==> src/rtl/dadct_pkg.sv <==
package dadct_pkg;
  localparam int PTS       = 4;              // transform length
  localparam int DATA_W    = PTS;            // sample width equals bit-cycle count
  localparam int COEF_FRAC = 6;              // fractional bits of a weight
  localparam int ROM_W     = 10;             // partial-sum word width
  localparam int ROM_DEPTH = 1 << PTS;
  localparam int ACC_W     = ROM_W + DATA_W;
  localparam int OUT_W     = 12;
  localparam int PHASES    = 4 * PTS;        // cosine period in index steps
  localparam int CNT_W     = $clog2(PTS + 1);

  typedef struct packed {
    logic sipoShift;   // take a sample into the input register
    logic pisoLoad;    // copy samples to the bit-serial register, clear sums
    logic accStep;     // one distributed-arithmetic bit cycle
    logic signCycle;   // current bit is the sign bit
    logic outLoad;     // copy sums into the output register
  } ctrlStrobes_t;

  // quantised cosine weight for phase index m, built from one quarter wave
  function automatic int coefQ(input int m);
    int r;
    int qtr[5];
    qtr = '{64, 59, 45, 24, 0};
    r = m % PHASES;
    if (r <= PTS)            return qtr[r];
    else if (r <= 2 * PTS)   return -qtr[2 * PTS - r];
    else if (r <= 3 * PTS)   return -qtr[r - 2 * PTS];
    else                     return qtr[PHASES - r];
  endfunction

  // partial sum of output k's weights selected by the bits of addr
  function automatic int romEntry(input int k, input int addr);
    int s;
    s = 0;
    for (int n = 0; n < PTS; n++)
      if (((addr >> n) & 1) == 1) s += coefQ(n * k);
    return s;
  endfunction
endpackage

==> src/rtl/dadct_ctrl.sv <==
module dadct_ctrl
  import dadct_pkg::*;
(
  input  logic         clk,
  input  logic         rst_n,
  input  logic         inValid,
  output logic         inReady,
  output ctrlStrobes_t strobes
);
  typedef enum logic [3:0] {
    S0, S1, S2, S3,          // take y(0)..y(3)
    S4,                      // load bit-serial register
    S5, S6, S7, S8,          // bit cycles, S8 is the sign bit
    S9                       // load output register
  } state_t;

  state_t state, stateNext;

  always_comb begin
    stateNext = state;
    unique case (state)
      S0: if (inValid) stateNext = S1;
      S1: if (inValid) stateNext = S2;
      S2: if (inValid) stateNext = S3;
      S3: if (inValid) stateNext = S4;
      S4: stateNext = S5;
      S5: stateNext = S6;
      S6: stateNext = S7;
      S7: stateNext = S8;
      S8: stateNext = S9;
      S9: stateNext = S0;
      default: stateNext = S0;
    endcase
  end

  always_ff @(posedge clk) begin
    if (!rst_n) state <= S0;
    else        state <= stateNext;
  end

  always_comb begin
    inReady           = (state <= S3);
    strobes.sipoShift = inReady && inValid;
    strobes.pisoLoad  = (state == S4);
    strobes.accStep   = (state >= S5) && (state <= S8);
    strobes.signCycle = (state == S8);
    strobes.outLoad   = (state == S9);
  end
endmodule

==> src/rtl/dadct_accum.sv <==
module dadct_accum
  import dadct_pkg::*;
#(
  parameter int K = 0
) (
  input  logic                    clk,
  input  logic                    rst_n,
  input  logic                    clear,
  input  logic                    step,
  input  logic                    signCycle,
  input  logic [PTS-1:0]          slice,
  output logic signed [OUT_W-1:0] result
);
  logic signed [ROM_W-1:0] rom [ROM_DEPTH];
  logic signed [ROM_W-1:0] romWord;
  logic signed [ACC_W-1:0] acc, shifted, addend;

  always_comb begin
    for (int a = 0; a < ROM_DEPTH; a++) rom[a] = ROM_W'(romEntry(K, a));
    romWord = rom[slice];
    shifted = acc >>> 1;
    addend  = {{DATA_W{romWord[ROM_W-1]}}, romWord} <<< (DATA_W - 1);
  end

  always_ff @(posedge clk) begin
    if (!rst_n || clear) acc <= '0;
    else if (step)       acc <= signCycle ? shifted - addend : shifted + addend;
  end

  assign result = acc[OUT_W-1:0];
endmodule

==> src/rtl/dadct_datapath.sv <==
module dadct_datapath
  import dadct_pkg::*;
(
  input  logic              clk,
  input  logic              rst_n,
  input  ctrlStrobes_t      strobes,
  input  logic [DATA_W-1:0] inData,
  output logic              outValid,
  output logic [OUT_W-1:0]  outData
);
  logic [DATA_W-1:0] sipo [PTS];
  logic [DATA_W-1:0] piso [PTS];
  logic [PTS-1:0]    slice;
  logic [PTS-1:0][OUT_W-1:0] sums;
  logic [OUT_W-1:0]  outBuf [PTS];
  logic [CNT_W-1:0]  outLeft;

  always_ff @(posedge clk) begin
    if (!rst_n) begin
      for (int i = 0; i < PTS; i++) sipo[i] <= '0;
    end else if (strobes.sipoShift) begin
      for (int i = 0; i < PTS - 1; i++) sipo[i] <= sipo[i+1];
      sipo[PTS-1] <= inData;
    end
  end

  always_ff @(posedge clk) begin
    if (!rst_n) begin
      for (int i = 0; i < PTS; i++) piso[i] <= '0;
    end else if (strobes.pisoLoad) begin
      for (int i = 0; i < PTS; i++) piso[i] <= sipo[i];
    end else if (strobes.accStep) begin
      for (int i = 0; i < PTS; i++) piso[i] <= piso[i] >> 1;
    end
  end

  always_comb
    for (int i = 0; i < PTS; i++) slice[i] = piso[i][0];

  for (genvar k = 0; k < PTS; k++) begin : g_acc
    dadct_accum #(.K(k)) u_accum (
      .clk      (clk),
      .rst_n    (rst_n),
      .clear    (strobes.pisoLoad),
      .step     (strobes.accStep),
      .signCycle(strobes.signCycle),
      .slice    (slice),
      .result   (sums[k])
    );
  end

  always_ff @(posedge clk) begin
    if (!rst_n) begin
      outLeft <= '0;
      for (int i = 0; i < PTS; i++) outBuf[i] <= '0;
    end else if (strobes.outLoad) begin
      outLeft <= CNT_W'(PTS);
      for (int i = 0; i < PTS; i++) outBuf[i] <= sums[i];
    end else if (outLeft != 0) begin
      outLeft <= outLeft - 1'b1;
      for (int i = 0; i < PTS - 1; i++) outBuf[i] <= outBuf[i+1];
      outBuf[PTS-1] <= '0;
    end
  end

  assign outValid = (outLeft != 0);
  assign outData  = outValid ? outBuf[0] : '0;
endmodule

==> src/rtl/dadct_top.sv <==
module dadct_top
  import dadct_pkg::*;
(
  input  logic              clk,
  input  logic              rst_n,
  input  logic              in_valid,
  output logic              in_ready,
  input  logic [DATA_W-1:0] in_data,
  output logic              out_valid,
  output logic [OUT_W-1:0]  out_data
);
  ctrlStrobes_t strobes;

  dadct_ctrl u_ctrl (
    .clk    (clk),
    .rst_n  (rst_n),
    .inValid(in_valid),
    .inReady(in_ready),
    .strobes(strobes)
  );

  dadct_datapath u_dp (
    .clk     (clk),
    .rst_n   (rst_n),
    .strobes (strobes),
    .inData  (in_data),
    .outValid(out_valid),
    .outData (out_data)
  );
endmodule

==> config.mk <==
export PLATFORM = sky130hd
export DESIGN_NAME = dadct_top
export DESIGN_NICKNAME = d
export VERILOG_FILES = /design/src/rtl/dadct_pkg.sv /design/src/rtl/dadct_ctrl.sv /design/src/rtl/dadct_accum.sv /design/src/rtl/dadct_datapath.sv /design/src/rtl/dadct_top.sv
export SDC_FILE = /design/constraint.sdc
export NUM_CORES = 1
export LEC_CHECK = 0
export CAP_MARGIN = 10
export CORE_UTILIZATION = 57
export DETAILED_ROUTE_END_ITERATION = 8
export PLACE_DENSITY = 0.81
export SKIP_LAST_GASP = 1
export SYNTH_ARGS = -nofsm -noshare
export SYNTH_HDL_FRONTEND = slang
export SYNTH_HIERARCHICAL = 1
export SYNTH_SLANG_ARGS = --single-unit
==> constraint.sdc <==
create_clock -name clk -period 3.3 [get_ports clk]
set_clock_uncertainty 0.2 [all_clocks]
set_input_delay 0.66 -clock clk [delete_from_list [all_inputs] [get_ports clk]]
set_output_delay 0.66 -clock clk [all_outputs]
set_load 0.05 [all_outputs]
== Word-level counts from Yosys, hierarchy flattened ==
Memories as Yosys holds them, arrays and structs flattened.
Cells that the tools add are included.
W data, S select, Z words.
Storage, ports and cells
  register bits after elaboration: 63
  RAM bits: 80
  memory bits (read-only): 640
  output and inout bits: 14
  word-level logic and storage cells: 129
  memories: 7
Operators by class
  $add $sub $neg: 9
  magnitude comparators: 4
  equal/unequal tests: 13
  muxes and demuxes: 58
  bitwise operators: 22
  reductions and logical operators: 9
Memory list
  (name not given): words 16, width 10, read ports 1, clocked after Yosys merged registers in 0, wr ports 0, line dadct_accum.sv:20  | romWord = rom[slice];
  (name not given): words 16, width 10, read ports 1, clocked after Yosys merged registers in 0, wr ports 0, line dadct_accum.sv:20
  (name not given): words 16, width 10, read ports 1, clocked after Yosys merged registers in 0, wr ports 0, line dadct_accum.sv:20
  (name not given): words 16, width 10, read ports 1, clocked after Yosys merged registers in 0, wr ports 0, line dadct_accum.sv:20
  u_dp.outBuf: words 4, width 12, read ports 4, clocked after Yosys merged registers in 0, wr ports 4, line dadct_datapath.sv:15  | logic [OUT_W-1:0] outBuf [PTS];
  u_dp.piso: words 4, width 4, read ports 4, clocked after Yosys merged registers in 0, wr ports 4, line dadct_datapath.sv:12  | logic [DATA_W-1:0] piso [PTS];
  +1 memories
Operators by type and width (count)
  $mux W12: 9
  $mux W10: 8
  $mux W4: 16
  $add A13 B13 Y14: 4
  $mux W14: 4
  $sub A13 B13 Y14: 4
  $pmux W4 S9: 1
  $or A1 B1 Y1: 20
  $mux W1: 18
  $eq A4 B3 Y1 const B: 4
  $eq A4 B2 Y1 const B: 2
  $eq A4 B4 Y1 const B: 2
  $ne A2 B2 Y1 const B: 4
  $mux W3: 2
  $ge A5 B5 Y1 const B: 1
  $not A4 Y5: 1
  $eq A4 B1 Y1 const B: 1
  $ge A4 B3 Y1 const B: 1
  $le A4 B2 Y1 const B: 1
  $le A4 B4 Y1 const B: 1
  $logic_not A4 Y1: 1
  $reduce_and A4 Y1: 1
  $reduce_bool A3 Y1: 1
  $sub A3 B1 Y3 const B: 1
  other kinds (6): 7

== Logic depth before layout (Yosys ltp) ==
  depth in word-level cells: 7
  gate-level depth with buffers: 15
  depth with buffers taken out: 15

== Cells and area by module ==
The synthesis kept the hierarchy.
Modules (own cells, without submodules)
  dadct_datapath: times used 1, cells each 331, area an instance 3915.0 um^2, seq. area each 2322.2 um^2
  dadct_accum (u_dp.g_acc[3].u_accum): times used 1, cells each 182, area an instance 1460.2 um^2, seq. area each 280.3 um^2
  dadct_accum (u_dp.g_acc[1].u_accum): times used 1, cells each 178, area an instance 1435.1 um^2, seq. area each 280.3 um^2
  dadct_accum (u_dp.g_acc[2].u_accum): times used 1, cells each 160, area an instance 1291.2 um^2, seq. area each 280.3 um^2
  dadct_accum (u_dp.g_acc[0].u_accum): times used 1, cells each 106, area an instance 957.2 um^2, seq. area each 280.3 um^2
  dadct_ctrl: times used 1, cells each 31, area an instance 265.3 um^2, seq. area each 80.1 um^2

== Worst setup path after synthesis ==
OpenSTA, ideal clock, no wires.
  path type: reg-to-reg
  start: memory u_dp/piso[2][0] (netlist name)
  end: register u_dp.g_acc[3].u_accum.acc[12]
  library setup time: 0.122 ns
  arrival: 3.185 ns
  data required time: 2.978 ns
  path slack: -0.207 ns
  stages on the path, launching flop included: 13
  buffers on the path: 0
  cell sequence: edfxtp_1 -> inv_1 -> ha_1 -> or3b_4 -> a2111oi_4 -> o31ai_2 -> inv_1 -> ha_1 -> and3_1 -> o211a_1 -> a41oi_1 -> mux2i_1 -> a311o_1
RTL lines
  from (decl): line dadct_datapath.sv:12
  to (signal assigned): line dadct_accum.sv:27  | else if (step) acc <= signCycle ? shifted - addend : shifted + addend;
  to (decl): line dadct_accum.sv:16  | logic signed [ACC_W-1:0] acc, shifted, addend;

==> results.txt <==
The run finished, with violations left. The final reports fail on setup timing. After detailed placement, the total cell area comes to 9460 µm². The total of flip-flops plus latches after synthesis came out at 143. The initial antenna violation count is 0. The count of port buffers added during placement is 20. TritonCTS built the clock tree. The share of the yosys chip area belonging to registers is 0.378.

The total routing resource utilization after global routing is 0.233. The power density normalized to cell area came out at 528 nW/µm². The share of total power dissipated in combinational logic is 0.260. The critical path in this run is classified as register to register.

The via count of the first global-routing pass is 6,471. The worst register-to-register path begins at u_dp/piso[1][0]$_SDFFCE_PN0P_. The final period utilization came out at 1.04.

The number of placed cells counting well taps is 1,156. The setup TNS after final layout is -0.423 ns. The number of stages on the worst hold path came out at 2.

The routability congestion estimate from global placement is 0.882. The maximum number of pins on one net before global-route repair is 51. The die outline width is 130 µm. The wire length of the first global-routing pass came out at 30,900 µm. The achievable frequency is 291 MHz. The leakage power total is 3.97 nW. The worst register-to-register path ends at u_dp/g_acc[1].u_accum/acc[11]$_SDFFE_PP0P_.

The die covers 16,900 µm². The peak fanout along the critical path came out at 6. The number of core rows is 46. The count of maximum capacitance violations is 0. Summing over every cut layer, the via total after detailed routing is 7,059. The flop-to-flop setup slack came out at -0.14 ns. The routed wire length came out at 19,600 µm. The count of endpoints failing hold in the final timing report came out at 0. The clock network latency to the later pin of the worst-skew pair is 0.43 ns. The sort of element at the end of the critical path is a register. The number of routed nets with antenna violations came out at 0.

Summed over all nets, the half-perimeter wirelength after detailed placement is 12,600 µm. The most used flip-flop cell after synthesis is sky130_fd_sc_hd__dfxtp_1. For hold timing, the worst endpoint is u_dp/g_acc[2].u_accum/acc[13]$_SDFFE_PP0P_. The worst setup path is launched from a register. The global-route congestion overflow total came out at 0. The net count of the mapped netlist is 1,062.

The worst hold path startpoint is u_dp/g_acc[2].u_accum/acc[13]$_SDFFE_PP0P_. The final critical-path setup slack is -0.142 ns. The clock share of power came out at 0.337. The fraction of layout cells with a size suffix above 1 is 0.162. The count of synthesis-stage warnings from yosys is 6. During I/O placement, the number of pins put on the boundary was 21. The net switching component of the power came out at 1.83 mW. The number of clock sinks came out at 143. The arrival time at the worst endpoint is 3.62 ns. The final standard cell area without fillers came out at 10,400 µm². The normalized max-slew margin came out at 0.479. The floorplan core area came out at 15,900 µm². The first TritonRoute pass finished after 5 iterations. The count of H-tree levels built during CTS is 4. The number of flops mapped to enable cells by yosys came out at 66. After detailed routing, the number of vias per cell comes to 5.86.

The sum of internal, switching and leakage power came out at 5.48 mW. The number of cells on the worst reg-to-reg path is 14. The count of inserted antenna diode cells came out at 0. The worst hold slack is 0.274 ns. The unique cell type count in the Yosys netlist is 84. The average cell area after synthesis is 9.44 µm². Setup repair after global routing could not meet its margin everywhere. For this run, design rule violations remaining after detail routing come to 0.

The floorplan step set the die height to 130 µm. The worst path required time came out at 3.47 ns. The maximum resistive drop on vdd came out at 0.407 mV. The path class of the tightest hold or removal check is register to register. The number of buffers added by the clock tree synthesis step is 17. The mapped cell area came out at 9320 µm². The async set-or-reset flop fraction in the synthesized netlist is 0. The number of buffers between clock root and the deepest sink is 2.

The time the worst path needs with I/O delays and setup is 3.44 ns. The mean routed wirelength per cell is 16.3 µm. The cell sitting at the root of the clock tree is a sky130_fd_sc_hd__clkbuf_16. The final net count is 1,049.

The count of pins over their slew limit was 0. The total internal power is 3.65 mW. The setup violation total in the final timing report came out at 8. Of the total power, the share spent switching nets is 0.334. The number of filler instances in the final layout is 1,256. The final non-filler cell total is 1,204. The first routing iteration left 546 violations. The cell count after synthesis is 988.

The sequential group share of total power is 0.404. The transition time at the pin with the least slew margin is 0.779 ns. The layout overhead on the synthesized area came out at 11.2%. The effective utilization at floorplan is 0.585. Clock-pin slew was measured on the worst setup and hold paths at 0.06 ns.
-- power by group through the flow --
stage | logic, mW | clock network [mW] | registers [mW]
finish | 1.42 | 1.85 | 2.21
global route | 1.54 | 1.95 | 2.23
CTS | 1.37 | 1.88 | 2.21
detailed placement | 1.36 | 0 | 2.25
global placement | 1.33 | 0 | 2.24
floorplan | 1.07 | 0 | 2.22
-- cells in the final DEF, fill, tap and decap left out, types with 18 or more instances in the layout --
cell                              count
sky130_fd_sc_hd__a21boi_1            21
sky130_fd_sc_hd__a21oi_1             28
sky130_fd_sc_hd__a22oi_1             34
sky130_fd_sc_hd__and2_1              18
sky130_fd_sc_hd__and3_1              19
sky130_fd_sc_hd__buf_4               49
sky130_fd_sc_hd__clkdlybuf4s50_1     19
sky130_fd_sc_hd__dfxtp_1             77
sky130_fd_sc_hd__edfxtp_1            66
sky130_fd_sc_hd__ha_1                50
sky130_fd_sc_hd__inv_1               34
sky130_fd_sc_hd__mux2i_1             37
sky130_fd_sc_hd__nand2_1             56
sky130_fd_sc_hd__nand3_1             23
sky130_fd_sc_hd__nand3b_1            25
sky130_fd_sc_hd__nor2_1              68
sky130_fd_sc_hd__nor2b_1             65
-- through the flow --
step / util / worst slack (ns)
floorplan: - / -0.0750
global placement: 0.593 / 0.0758
detailed placement: 0.593 / -0.0775
CTS: 0.631 / 0.00673
global route: 0.651 / -0.286
finish: 0.651 / -0.142
-- cell families (layout without fill, tap and decap cells) --
family,Yosys count,after routing,share of synthesized area
AO/OA/AOI/OAI,203,203,0.156
XOR/XNOR,27,27,0.0254
adder cells (fa/ha/maj),67,67,0.0931
buffers and inverters,148,148,0.0922
flip-flops,143,143,0.378
multiplexers,41,41,0.0446
AND/OR/NAND/NOR,359,359,0.211
-- repair_timing --
item | in CTS | in global routing
resized for setup | 3 | 46
endpoints found under the hold margin | 0 | 0
buffers inserted | 1 | 15
endpoints found under the setup margin | 6 | 16
hold buffers | 0 | 0
pin swaps | 0 | 26
-- routing by layer --
layer | vias to the layer above | wire length (µm) | GRT usage
met5 | - | 0 | 0
met4 | 0 | 405 | 0.0841
met3 | 43 | 881 | 0.0451
met2 | 228 | 9790 | 0.394
met1 | 3339 | 8570 | 0.295
li1 | 3449 | - | -
-- worst max-delay path by stage --
stage / cells past startpoint / slack (ns) / from / endpoint
2_1_floorplan: 14 / -0.07 / u_dp/piso[2][0]$_DFFE_PP_ / u_dp/g_acc[1].u_accum/acc[11]$_SDFFE_PP0P_
3_3_place_gp: 14 / 0.08 / u_dp/piso[1][0]$_SDFFCE_PN0P_ / u_dp/g_acc[1].u_accum/acc[11]$_SDFFE_PP0P_
3_5_place_dp: 14 / -0.08 / u_dp/piso[1][0]$_SDFFCE_PN0P_ / u_dp/g_acc[1].u_accum/acc[11]$_SDFFE_PP0P_
4_1_cts: 14 / 0.007 / u_dp/piso[1][0]$_SDFFCE_PN0P_ / u_dp/g_acc[1].u_accum/acc[11]$_SDFFE_PP0P_
5_1_grt: 14 / -0.29 / u_dp/piso[1][0]$_SDFFCE_PN0P_ / u_dp/g_acc[1].u_accum/acc[11]$_SDFFE_PP0P_
6_report: 14 / -0.14 / u_dp/piso[1][0]$_SDFFCE_PN0P_ / u_dp/g_acc[1].u_accum/acc[11]$_SDFFE_PP0P_
-- worst max-delay path, cell delays in order, from the launching register on --
cell	delay [ns]
sky130_fd_sc_hd__edfxtp_1	0.50
sky130_fd_sc_hd__buf_6	0.17
sky130_fd_sc_hd__ha_4	0.16
sky130_fd_sc_hd__nor3b_4	0.23
sky130_fd_sc_hd__nor2_2	0.07
sky130_fd_sc_hd__nor4_2	0.32
sky130_fd_sc_hd__nor2_1	0.10
sky130_fd_sc_hd__xnor2_1	0.14
sky130_fd_sc_hd__ha_1	0.31
sky130_fd_sc_hd__a21o_1	0.20
sky130_fd_sc_hd__a31o_1	0.21
sky130_fd_sc_hd__o21a_1	0.19
sky130_fd_sc_hd__o21a_1	0.20
sky130_fd_sc_hd__or3_1	0.30
sky130_fd_sc_hd__nand3_1	0.07
-- cell usage after synthesis (all sizes together) (5+ instances only) --
cell type  count  area share
buf           82       0.065
dfxtp         77        0.17
nor2          72       0.029
edfxtp        66        0.21
nor2b         66       0.045
ha            63       0.085
nand2         59       0.024
inv           44       0.018
mux2i         37       0.040
a21oi         34       0.019
a22oi         34       0.027
a21boi        25       0.020
nand3b        25       0.020
nand3         23       0.012
o21ai         23       0.012
and3          22       0.015
clkbuf        22      0.0089
nor3          21       0.012
and2          20       0.014
xnor2         17       0.016
nand2b        14       0.010
a211oi        13       0.011
o21a          13       0.010
o211ai        10      0.0086
xor2          10      0.0094
a21o           9      0.0074
or3            9      0.0062
a31oi          8      0.0054
or2            8      0.0056
nor3b          5      0.0040
-- final cells by class --
type | instances | area, µm² | share of cell area
clock inverter | 15 | 150 | 0.0145
tap | 216 | 270 | 0.0261
multi-input combinational | 697 | 5230 | 0.504
sequential | 143 | 3520 | 0.340
timing repair buffer | 72 | 606 | 0.0584
clock buffer | 17 | 425 | 0.0410
inverter | 44 | 168 | 0.0162
-- flip-flops by register name, indices dropped and copies added (netlist names) --
name and count:
u_dp/sipo 16, u_dp/g_acc.u_accum/acc 56, u_dp/outLeft 3, u_dp/piso 16, u_dp/outBuf 48, u_ctrl/state 4
Note: power is estimated with default switching activity, not from simulation.
